<file path="src/rtl/vag_pkg.sv">
package vag_pkg;

  // Direction of a vector memory command.
  typedef enum logic {
    VAG_LOAD  = 1'b0,
    VAG_STORE = 1'b1
  } vag_dir_e;

  // Default sizing shared by the modules of this block.
  localparam int unsigned VAG_NBANK  = 16;
  localparam int unsigned VAG_BUSY   = 4;
  localparam int unsigned VAG_LAT    = 12;
  localparam int unsigned VAG_MAXVL  = 64;
  localparam int unsigned VAG_ADDR_W = 32;
  localparam int unsigned VAG_DATA_W = 64;

endpackage

</file>
<file path="src/rtl/vag_bank_timers.sv">
module vag_bank_timers #(
  parameter int unsigned NBANK = 16,
  parameter int unsigned BUSY  = 4
) (
  input  logic                     clk,
  input  logic                     rst,
  input  logic                     issue_en,
  input  logic [$clog2(NBANK)-1:0] issue_bank,
  output logic [NBANK-1:0]         bank_free
);

  localparam int unsigned BANK_W = $clog2(NBANK);
  localparam int unsigned CNT_W  = (BUSY > 2) ? $clog2(BUSY) : 1;

  for (genvar g = 0; g < NBANK; g++) begin : g_bank
    logic [CNT_W-1:0] cnt;
    logic             hit;

    assign hit = issue_en && (issue_bank == BANK_W'(g));

    // Recovery counter: loaded on access, free again once it reaches zero.
    always_ff @(posedge clk) begin
      if (rst) begin
        cnt <= '0;
      end else if (hit) begin
        cnt <= CNT_W'(BUSY - 1);
      end else if (cnt != '0) begin
        cnt <= cnt - 1'b1;
      end
    end

    assign bank_free[g] = (cnt == '0);


    bank_recovery_chk: assert property (@(posedge clk) disable iff (rst)
      (cnt != '0) |-> !hit);
  end

endmodule

</file>
<file path="src/rtl/vag_issue.sv">
module vag_issue
  import vag_pkg::*;
#(
  parameter int unsigned ADDR_W = 32,
  parameter int unsigned NBANK  = 16,
  parameter int unsigned MAXVL  = 64
) (
  input  logic                       clk,
  input  logic                       rst,
  input  logic                       start,
  input  logic                       op_store,
  input  logic [ADDR_W-1:0]          base,
  input  logic [ADDR_W-1:0]          stride,
  input  logic [$clog2(MAXVL+1)-1:0] vlen,
  input  logic [NBANK-1:0]           bank_free,
  input  logic                       op_done,
  output logic                       issue_en,
  output logic [$clog2(NBANK)-1:0]   issue_bank,
  output logic                       zero_now,
  output logic                       busy,
  output logic                       req_valid,
  output logic [ADDR_W-1:0]          req_addr,
  output logic [$clog2(NBANK)-1:0]   req_bank,
  output logic [$clog2(MAXVL)-1:0]   req_idx,
  output logic                       req_last,
  output logic                       req_store
);

  localparam int unsigned BANK_W = $clog2(NBANK);
  localparam int unsigned LEN_W  = $clog2(MAXVL + 1);
  localparam int unsigned IDX_W  = $clog2(MAXVL);

  logic               active;
  logic               busy_q;
  logic [ADDR_W-1:0]  cur_addr;
  logic [ADDR_W-1:0]  stride_q;
  logic [IDX_W-1:0]   cur_idx;
  logic [IDX_W-1:0]   last_idx;
  vag_dir_e           dir_q;
  logic [LEN_W-1:0]   vlen_eff;
  logic               accept;
  logic               at_last;

  // Counts above the register capacity are clamped.
  assign vlen_eff   = (vlen > LEN_W'(MAXVL)) ? LEN_W'(MAXVL) : vlen;
  assign accept     = start && !busy_q;
  assign zero_now   = accept && (vlen_eff == '0);
  assign issue_bank = cur_addr[BANK_W-1:0];
  assign issue_en   = active && bank_free[issue_bank];
  assign at_last    = (cur_idx == last_idx);
  assign busy       = busy_q;

  always_ff @(posedge clk) begin
    if (rst) begin
      active    <= 1'b0;
      busy_q    <= 1'b0;
      cur_addr  <= '0;
      stride_q  <= '0;
      cur_idx   <= '0;
      last_idx  <= '0;
      dir_q     <= VAG_LOAD;
      req_valid <= 1'b0;
      req_addr  <= '0;
      req_bank  <= '0;
      req_idx   <= '0;
      req_last  <= 1'b0;
      req_store <= 1'b0;
    end else begin
      req_valid <= issue_en;
      if (issue_en) begin
        req_addr  <= cur_addr;
        req_bank  <= issue_bank;
        req_idx   <= cur_idx;
        req_last  <= at_last;
        req_store <= (dir_q == VAG_STORE);
        cur_addr  <= cur_addr + stride_q;
        cur_idx   <= cur_idx + 1'b1;
        if (at_last) begin
          active <= 1'b0;
        end
      end
      if (accept && !zero_now) begin
        active   <= 1'b1;
        busy_q   <= 1'b1;
        cur_addr <= base;
        stride_q <= stride;
        cur_idx  <= '0;
        last_idx <= IDX_W'(vlen_eff - LEN_W'(1));
        dir_q    <= op_store ? VAG_STORE : VAG_LOAD;
      end else if (op_done) begin
        busy_q <= 1'b0;
      end
    end
  end


  issue_order_chk: assert property (@(posedge clk) disable iff (rst)
    (req_valid && !req_last) |=> (!req_valid || (req_idx == IDX_W'($past(req_idx) + 1'b1))));


  zero_len_chk: assert property (@(posedge clk) disable iff (rst)
    zero_now |=> (!req_valid && !active));


  active_in_busy_chk: assert property (@(posedge clk) disable iff (rst)
    active |-> busy_q);

endmodule

</file>
<file path="src/rtl/vag_return.sv">
module vag_return #(
  parameter int unsigned DATA_W = 64,
  parameter int unsigned IDX_W  = 6,
  parameter int unsigned LAT    = 12
) (
  input  logic              clk,
  input  logic              rst,
  input  logic              ld_valid,
  input  logic [IDX_W-1:0]  ld_idx,
  input  logic              ld_last,
  input  logic [DATA_W-1:0] mem_rdata,
  output logic              wb_valid,
  output logic [IDX_W-1:0]  wb_idx,
  output logic              wb_last,
  output logic [DATA_W-1:0] wb_data
);

  // Stage k holds a load that went out k+1 cycles ago; the last stage
  // lines up with the cycle in which the bank presents its word.
  logic [LAT-1:0]   v_pipe;
  logic [LAT-1:0]   l_pipe;
  logic [IDX_W-1:0] i_pipe [LAT];

  always_ff @(posedge clk) begin
    if (rst) begin
      v_pipe <= '0;
      l_pipe <= '0;
    end else begin
      v_pipe <= {v_pipe[LAT-2:0], ld_valid};
      l_pipe <= {l_pipe[LAT-2:0], ld_last};
    end
  end

  always_ff @(posedge clk) begin
    i_pipe[0] <= ld_idx;
  end

  for (genvar g = 1; g < LAT; g++) begin : g_stage
    always_ff @(posedge clk) begin
      i_pipe[g] <= i_pipe[g-1];
    end
  end

  always_ff @(posedge clk) begin
    if (rst) begin
      wb_valid <= 1'b0;
      wb_idx   <= '0;
      wb_last  <= 1'b0;
      wb_data  <= '0;
    end else begin
      wb_valid <= v_pipe[LAT-1];
      if (v_pipe[LAT-1]) begin
        wb_idx  <= i_pipe[LAT-1];
        wb_last <= l_pipe[LAT-1];
        wb_data <= mem_rdata;
      end
    end
  end


  wb_order_chk: assert property (@(posedge clk) disable iff (rst)
    (wb_valid && !wb_last) |=> (!wb_valid || (wb_idx == IDX_W'($past(wb_idx) + 1'b1))));

endmodule

</file>
<file path="src/rtl/strided_vec_agu.sv">
module strided_vec_agu
  import vag_pkg::*;
#(
  parameter int unsigned ADDR_W = VAG_ADDR_W,
  parameter int unsigned DATA_W = VAG_DATA_W,
  parameter int unsigned NBANK  = VAG_NBANK,
  parameter int unsigned BUSY   = VAG_BUSY,
  parameter int unsigned LAT    = VAG_LAT,
  parameter int unsigned MAXVL  = VAG_MAXVL
) (
  input  logic                       clk,
  input  logic                       rst,
  input  logic                       start,
  input  logic                       op_store,
  input  logic [ADDR_W-1:0]          base,
  input  logic [ADDR_W-1:0]          stride,
  input  logic [$clog2(MAXVL+1)-1:0] vlen,
  output logic                       busy,
  output logic                       done,
  output logic                       mem_req,
  output logic                       mem_we,
  output logic [ADDR_W-1:0]          mem_addr,
  output logic [$clog2(NBANK)-1:0]   mem_bank,
  output logic [$clog2(MAXVL)-1:0]   mem_elem,
  input  logic [DATA_W-1:0]          mem_rdata,
  output logic                       wb_valid,
  output logic [$clog2(MAXVL)-1:0]   wb_idx,
  output logic [DATA_W-1:0]          wb_data
);

  localparam int unsigned BANK_W = $clog2(NBANK);
  localparam int unsigned IDX_W  = $clog2(MAXVL);

  logic [NBANK-1:0]  bank_free;
  logic              issue_en;
  logic [BANK_W-1:0] issue_bank;
  logic              zero_now;
  logic              req_last;
  logic              wb_last;
  logic              done_nxt;
  logic              done_q;

  vag_bank_timers #(
    .NBANK (NBANK),
    .BUSY  (BUSY)
  ) u_timers (
    .clk        (clk),
    .rst        (rst),
    .issue_en   (issue_en),
    .issue_bank (issue_bank),
    .bank_free  (bank_free)
  );

  vag_issue #(
    .ADDR_W (ADDR_W),
    .NBANK  (NBANK),
    .MAXVL  (MAXVL)
  ) u_issue (
    .clk        (clk),
    .rst        (rst),
    .start      (start),
    .op_store   (op_store),
    .base       (base),
    .stride     (stride),
    .vlen       (vlen),
    .bank_free  (bank_free),
    .op_done    (done_nxt),
    .issue_en   (issue_en),
    .issue_bank (issue_bank),
    .zero_now   (zero_now),
    .busy       (busy),
    .req_valid  (mem_req),
    .req_addr   (mem_addr),
    .req_bank   (mem_bank),
    .req_idx    (mem_elem),
    .req_last   (req_last),
    .req_store  (mem_we)
  );

  vag_return #(
    .DATA_W (DATA_W),
    .IDX_W  (IDX_W),
    .LAT    (LAT)
  ) u_return (
    .clk       (clk),
    .rst       (rst),
    .ld_valid  (mem_req && !mem_we),
    .ld_idx    (mem_elem),
    .ld_last   (req_last),
    .mem_rdata (mem_rdata),
    .wb_valid  (wb_valid),
    .wb_idx    (wb_idx),
    .wb_last   (wb_last),
    .wb_data   (wb_data)
  );

  // Completion: empty command, last store accepted, or last load written.
  assign done_nxt = zero_now
                  || (mem_req && mem_we && req_last)
                  || (wb_valid && wb_last);

  always_ff @(posedge clk) begin
    if (rst) begin
      done_q <= 1'b0;
    end else begin
      done_q <= done_nxt;
    end
  end

  assign done = done_q;


  back_to_back_bank_chk: assert property (@(posedge clk) disable iff (rst)
    (mem_req && $past(mem_req)) |-> (mem_bank != $past(mem_bank)));


  done_pulse_chk: assert property (@(posedge clk) disable iff (rst)
    done |=> !done);


  busy_clear_chk: assert property (@(posedge clk) disable iff (rst)
    done |-> !busy);

endmodule

</file>
<file path="config.mk">
export PLATFORM = sky130hd
export DESIGN_NAME = strided_vec_agu
export DESIGN_NICKNAME = d
export VERILOG_FILES = /design/src/rtl/vag_pkg.sv /design/src/rtl/vag_bank_timers.sv /design/src/rtl/vag_issue.sv /design/src/rtl/vag_return.sv /design/src/rtl/strided_vec_agu.sv
export SDC_FILE = /design/constraint.sdc
export NUM_CORES = 1
export LEC_CHECK = 0
export BUFFER_PORTS_ARGS = -buffer_cell sky130_fd_sc_hd__buf_2
export CAP_MARGIN = 10
export CORE_ASPECT_RATIO = 0.5
export CORE_MARGIN = 4
export CORE_UTILIZATION = 39
export DETAILED_ROUTE_END_ITERATION = 10
export PLACE_DENSITY = 0.6
export REMOVE_ABC_BUFFERS = 1
export SLEW_MARGIN = 25
export SYNTH_ARGS = -nofsm -noshare
export SYNTH_HDL_FRONTEND = slang
export SYNTH_SLANG_ARGS = --single-unit
</file>
<file path="constraint.sdc">
create_clock -name clk -period 2.63 [get_ports clk]
set_input_delay 0 -clock clk [delete_from_list [all_inputs] [get_ports clk]]
set_output_delay 0 -clock clk [all_outputs]
set_load 0.005 [all_outputs]
</file>
==> impl_metrics.tcl <==
set metrics [dict create \
    min_path_type "in -> reg" \
    violations "negative setup slack" \
    slew_headroom 0.4886 \
    r2r_cells 12 \
    cts.path.max_buffers 3 \
    die_area_um2 35500 \
    worstMarginPinSlew_ns 0.7670 \
    cts_tree "yes" \
    drc 0 \
    min_period_ns 2.670 \
    p_switching_uw 3667 \
    grt_max_degree 173 \
    ios 256 \
    rsz0062_at_grt "yes" \
    yosysTopAreaCellShare 0.5089 \
    gr-total-overflow 0 \
    htreeDepth 1 \
    drive_gt1_frac 0.2435 \
    firstDrtPassIters 5 \
    p_int_uw 9397 \
    antenna_found_initial 0 \
    n_fill_cell 2810 \
    final-instance-count-excl-fill 2247 \
    wl_per_cell_um 14.86 \
    ys_warn_count 0 \
    cellPowerDensity_nw_per_um2 743.5 \
    syn_area_um2 12630 \
    critPathArrivalTime_ns 3.10 \
    synth_commonest_cells "dfxtp_1 (321), nand2_1 (223), a21oi_1 (155), nor2_1 (127), mux2i_1 (74)" \
    status "finished with violations" \
    cts_root_buffer "clkbuf_16" \
    pwr-share-clk 0.338 \
    grt_pass1_vias 11040 \
    dp_hpwl_um 21350 \
    critPathKind "reg -> reg" \
    drt_iter0_drc 564 \
    vias 10930 \
    max_freq_ghz 0.3745 \
    yosysTopAreaCell "dfxtp_1" \
    met3_length_um 1323 \
    wl_met1_um 13960 \
    final_nets 1982 \
    fin_tns_setup_ns -0.06526 \
    switching_share 0.2807 \
    clock_skew_ns 0.01272 \
    seq_power_share 0.417 \
    viasPerCell 4.865 \
    final-setup-viol-count 2 \
    seq_area_frac_synth 0.5089 \
    synth_area_leaders "dfxtp_1 (51%), nand2_1 (6.6%), a21oi_1 (6.1%)" \
    peakVddDrop_mv 0.5041 \
    final_max_slew_viol_count 0 \
    path_max_fanout 4 \
    synthCells 1353 \
    gp_congestion 0.8233 \
    post-place-ws_ns -0.3062 \
    portBuffers 255 \
    critical_path.endpoint_type "register" \
    synth_seq_cells 321 \
    multi_input_area_um2 5863 \
    utilization 0.5531 \
    die_x_um 262.5 \
    antenna_left 0 \
    seq_area_um2 6439 \
    place_inst 2022 \
    fp.coreArea_um2 31770 \
    num_rows 46 \
    track_usage 0.1809 \
    ys.flop_type "dfxtp_1" \
    min_path_cells 4 \
    ys_async_sr_fraction 0 \
    hold_viol 0 \
    clk_latency_ns 0.58 \
    combPwrFrac 0.244 \
    crit_path_start_kind "register" \
    p_leak_uw 0.007521 \
    period_share 1.015 \
    n_antenna_cell 0 \
    finalWirelength_um 33400 \
    grt_pass1_wl_um 54660 \
    numCtsBuffers 29 \
    cap_violations 0 \
    worstPathRequired_ns 3.06 \
    die_height_um 135.2 \
    wl_met2_um 17030 \
    yosysUniqueCellTypes 60 \
    worst_slack_ns -0.04041 \
    finalPower_uw 13060 \
    syn_to_final_growth_pct 39.15 \
    avgSynthCellArea_um2 9.334 \
    synthMostInstantiatedCell "dfxtp_1" \
    cts_sinks 321 \
    synth_edf_count 0 \
    start_util 0.3975 \
    clk_pin_slew_ns 0.07 \
    top_layer_used "met4" \
]
what timing repair did:
action / in CTS / in global routing
gates cloned: 1 / 1
hold buffers: 164 / 0
hold endpoints to repair: 160 / 0
pin swaps: 22 / 20
setup endpoints to repair: 18 / 32
resized for setup: 20 / 27
buffers inserted: 2 / 4
kinds of logic after synthesis:
family,count (synthesis),synth area share
XOR/XNOR,56,0.03884
adder cells (fa/ha/maj),51,0.05112
multiplexers,96,0.08184
buffers and inverters,126,0.04251
AND/OR/NAND/NOR,444,0.1508
flip-flops,321,0.5089
AO/OA/AOI/OAI,259,0.1260
layout by cell type, fill, tap and decap left out, types with 8 or more instances in the layout:
cell type      netlist  final
a21o_1               8      8
dfxtp_1            321    313
inv_1               44     44
clkbuf_16            0     30
buf_12               0      9
a31oi_1             10      9
buf_2               16    254
nand2_1            223    223
nor3_1               9      8
dlygate4sd3_1        0    164
xor2_1              32     32
o21ai_0             22     19
nand3_1             12     11
ha_1                50     48
mux2_2              18     18
nor2_1             127    125
a311oi_1            21     17
a21oi_1            155    149
and3_1              11     11
xnor2_1             24     24
mux2i_1             74     73
nor2b_1             31     31
buf_4                5     59
power by group through the flow:
stage	sequential, µW	combinational, µW	clock (µW)
2_1_floorplan	5530	1780	0
3_3_place_gp	5530	2690	0
3_5_place_dp	5550	2830	0
4_1_cts	5450	3090	4570
5_1_grt	5490	3540	4780
6_report	5450	3190	4420
metal layers:
layer,global-route usage,vias to the layer above
li1,-,5469
met1,0.2140,5153
met2,0.3393,241
met3,0.02994,69
met4,0.05656,0
met5,0,-
cell type report:
cell class              instances  area share
clock buffers                  41     0.04735
clock inverters                13    0.009897
inverters                      44    0.009399
multi-input cells             908      0.3337
flip-flops and latches        321      0.3664
well taps                     432     0.03076
repair buffers                488      0.2025
path summary, 6_finish.rpt:
kind / start / to / slack [ns]
max: u_issue.stride_q[0]$_SDFFE_PP0P_ / u_issue.cur_addr[26]$_SDFFE_PP0P_ / -0.04
min: mem_rdata[7] / u_return.wb_data[7]$_SDFFE_PP0P_ / 0.21
max reg2reg: u_issue.stride_q[0]$_SDFFE_PP0P_ / u_issue.cur_addr[26]$_SDFFE_PP0P_ / -0.04
min reg2reg: u_return.i_pipe[8][5]$_DFF_P_ / u_return.i_pipe[9][5]$_DFF_P_ / 0.33
state kept, by name, indices dropped and copies added (netlist names), 12 cells and up:
name,count
u_return.wb_data,64
u_issue.cur_addr,32
u_return.v_pipe,12
u_return.l_pipe,12
u_issue.stride_q,32
u_return.i_pipe,72
u_issue.req_addr,29
u_timers.g_bank.cnt,32
per-stage QoR:
| step | hold WS [ns] | area (µm²) |
|---|---|---|
| 2_1_floorplan | 0.06786 | 12260 |
| 3_3_place_gp | 0.2350 | 14680 |
| 3_5_place_dp | 0.2472 | 14680 |
| 4_1_cts | 0.1740 | 17410 |
| 5_1_grt | 0.1977 | 17570 |
| 6_report | 0.2082 | 17570 |
critical path: stages, from the launching register on:
cell and delay (ns):
dfxtp_2 0.34, ha_4 0.17, fa_2 0.38, a21oi_4 0.20, o21ai_4 0.10, a2111oi_4 0.34
buf_4 0.20, o41ai_4 0.09, a22oi_2 0.21, a21oi_1 0.12, mux2i_1 0.13, o22ai_1 0.18
nor3_1 0.06
Power figures use the tool's default switching activity.
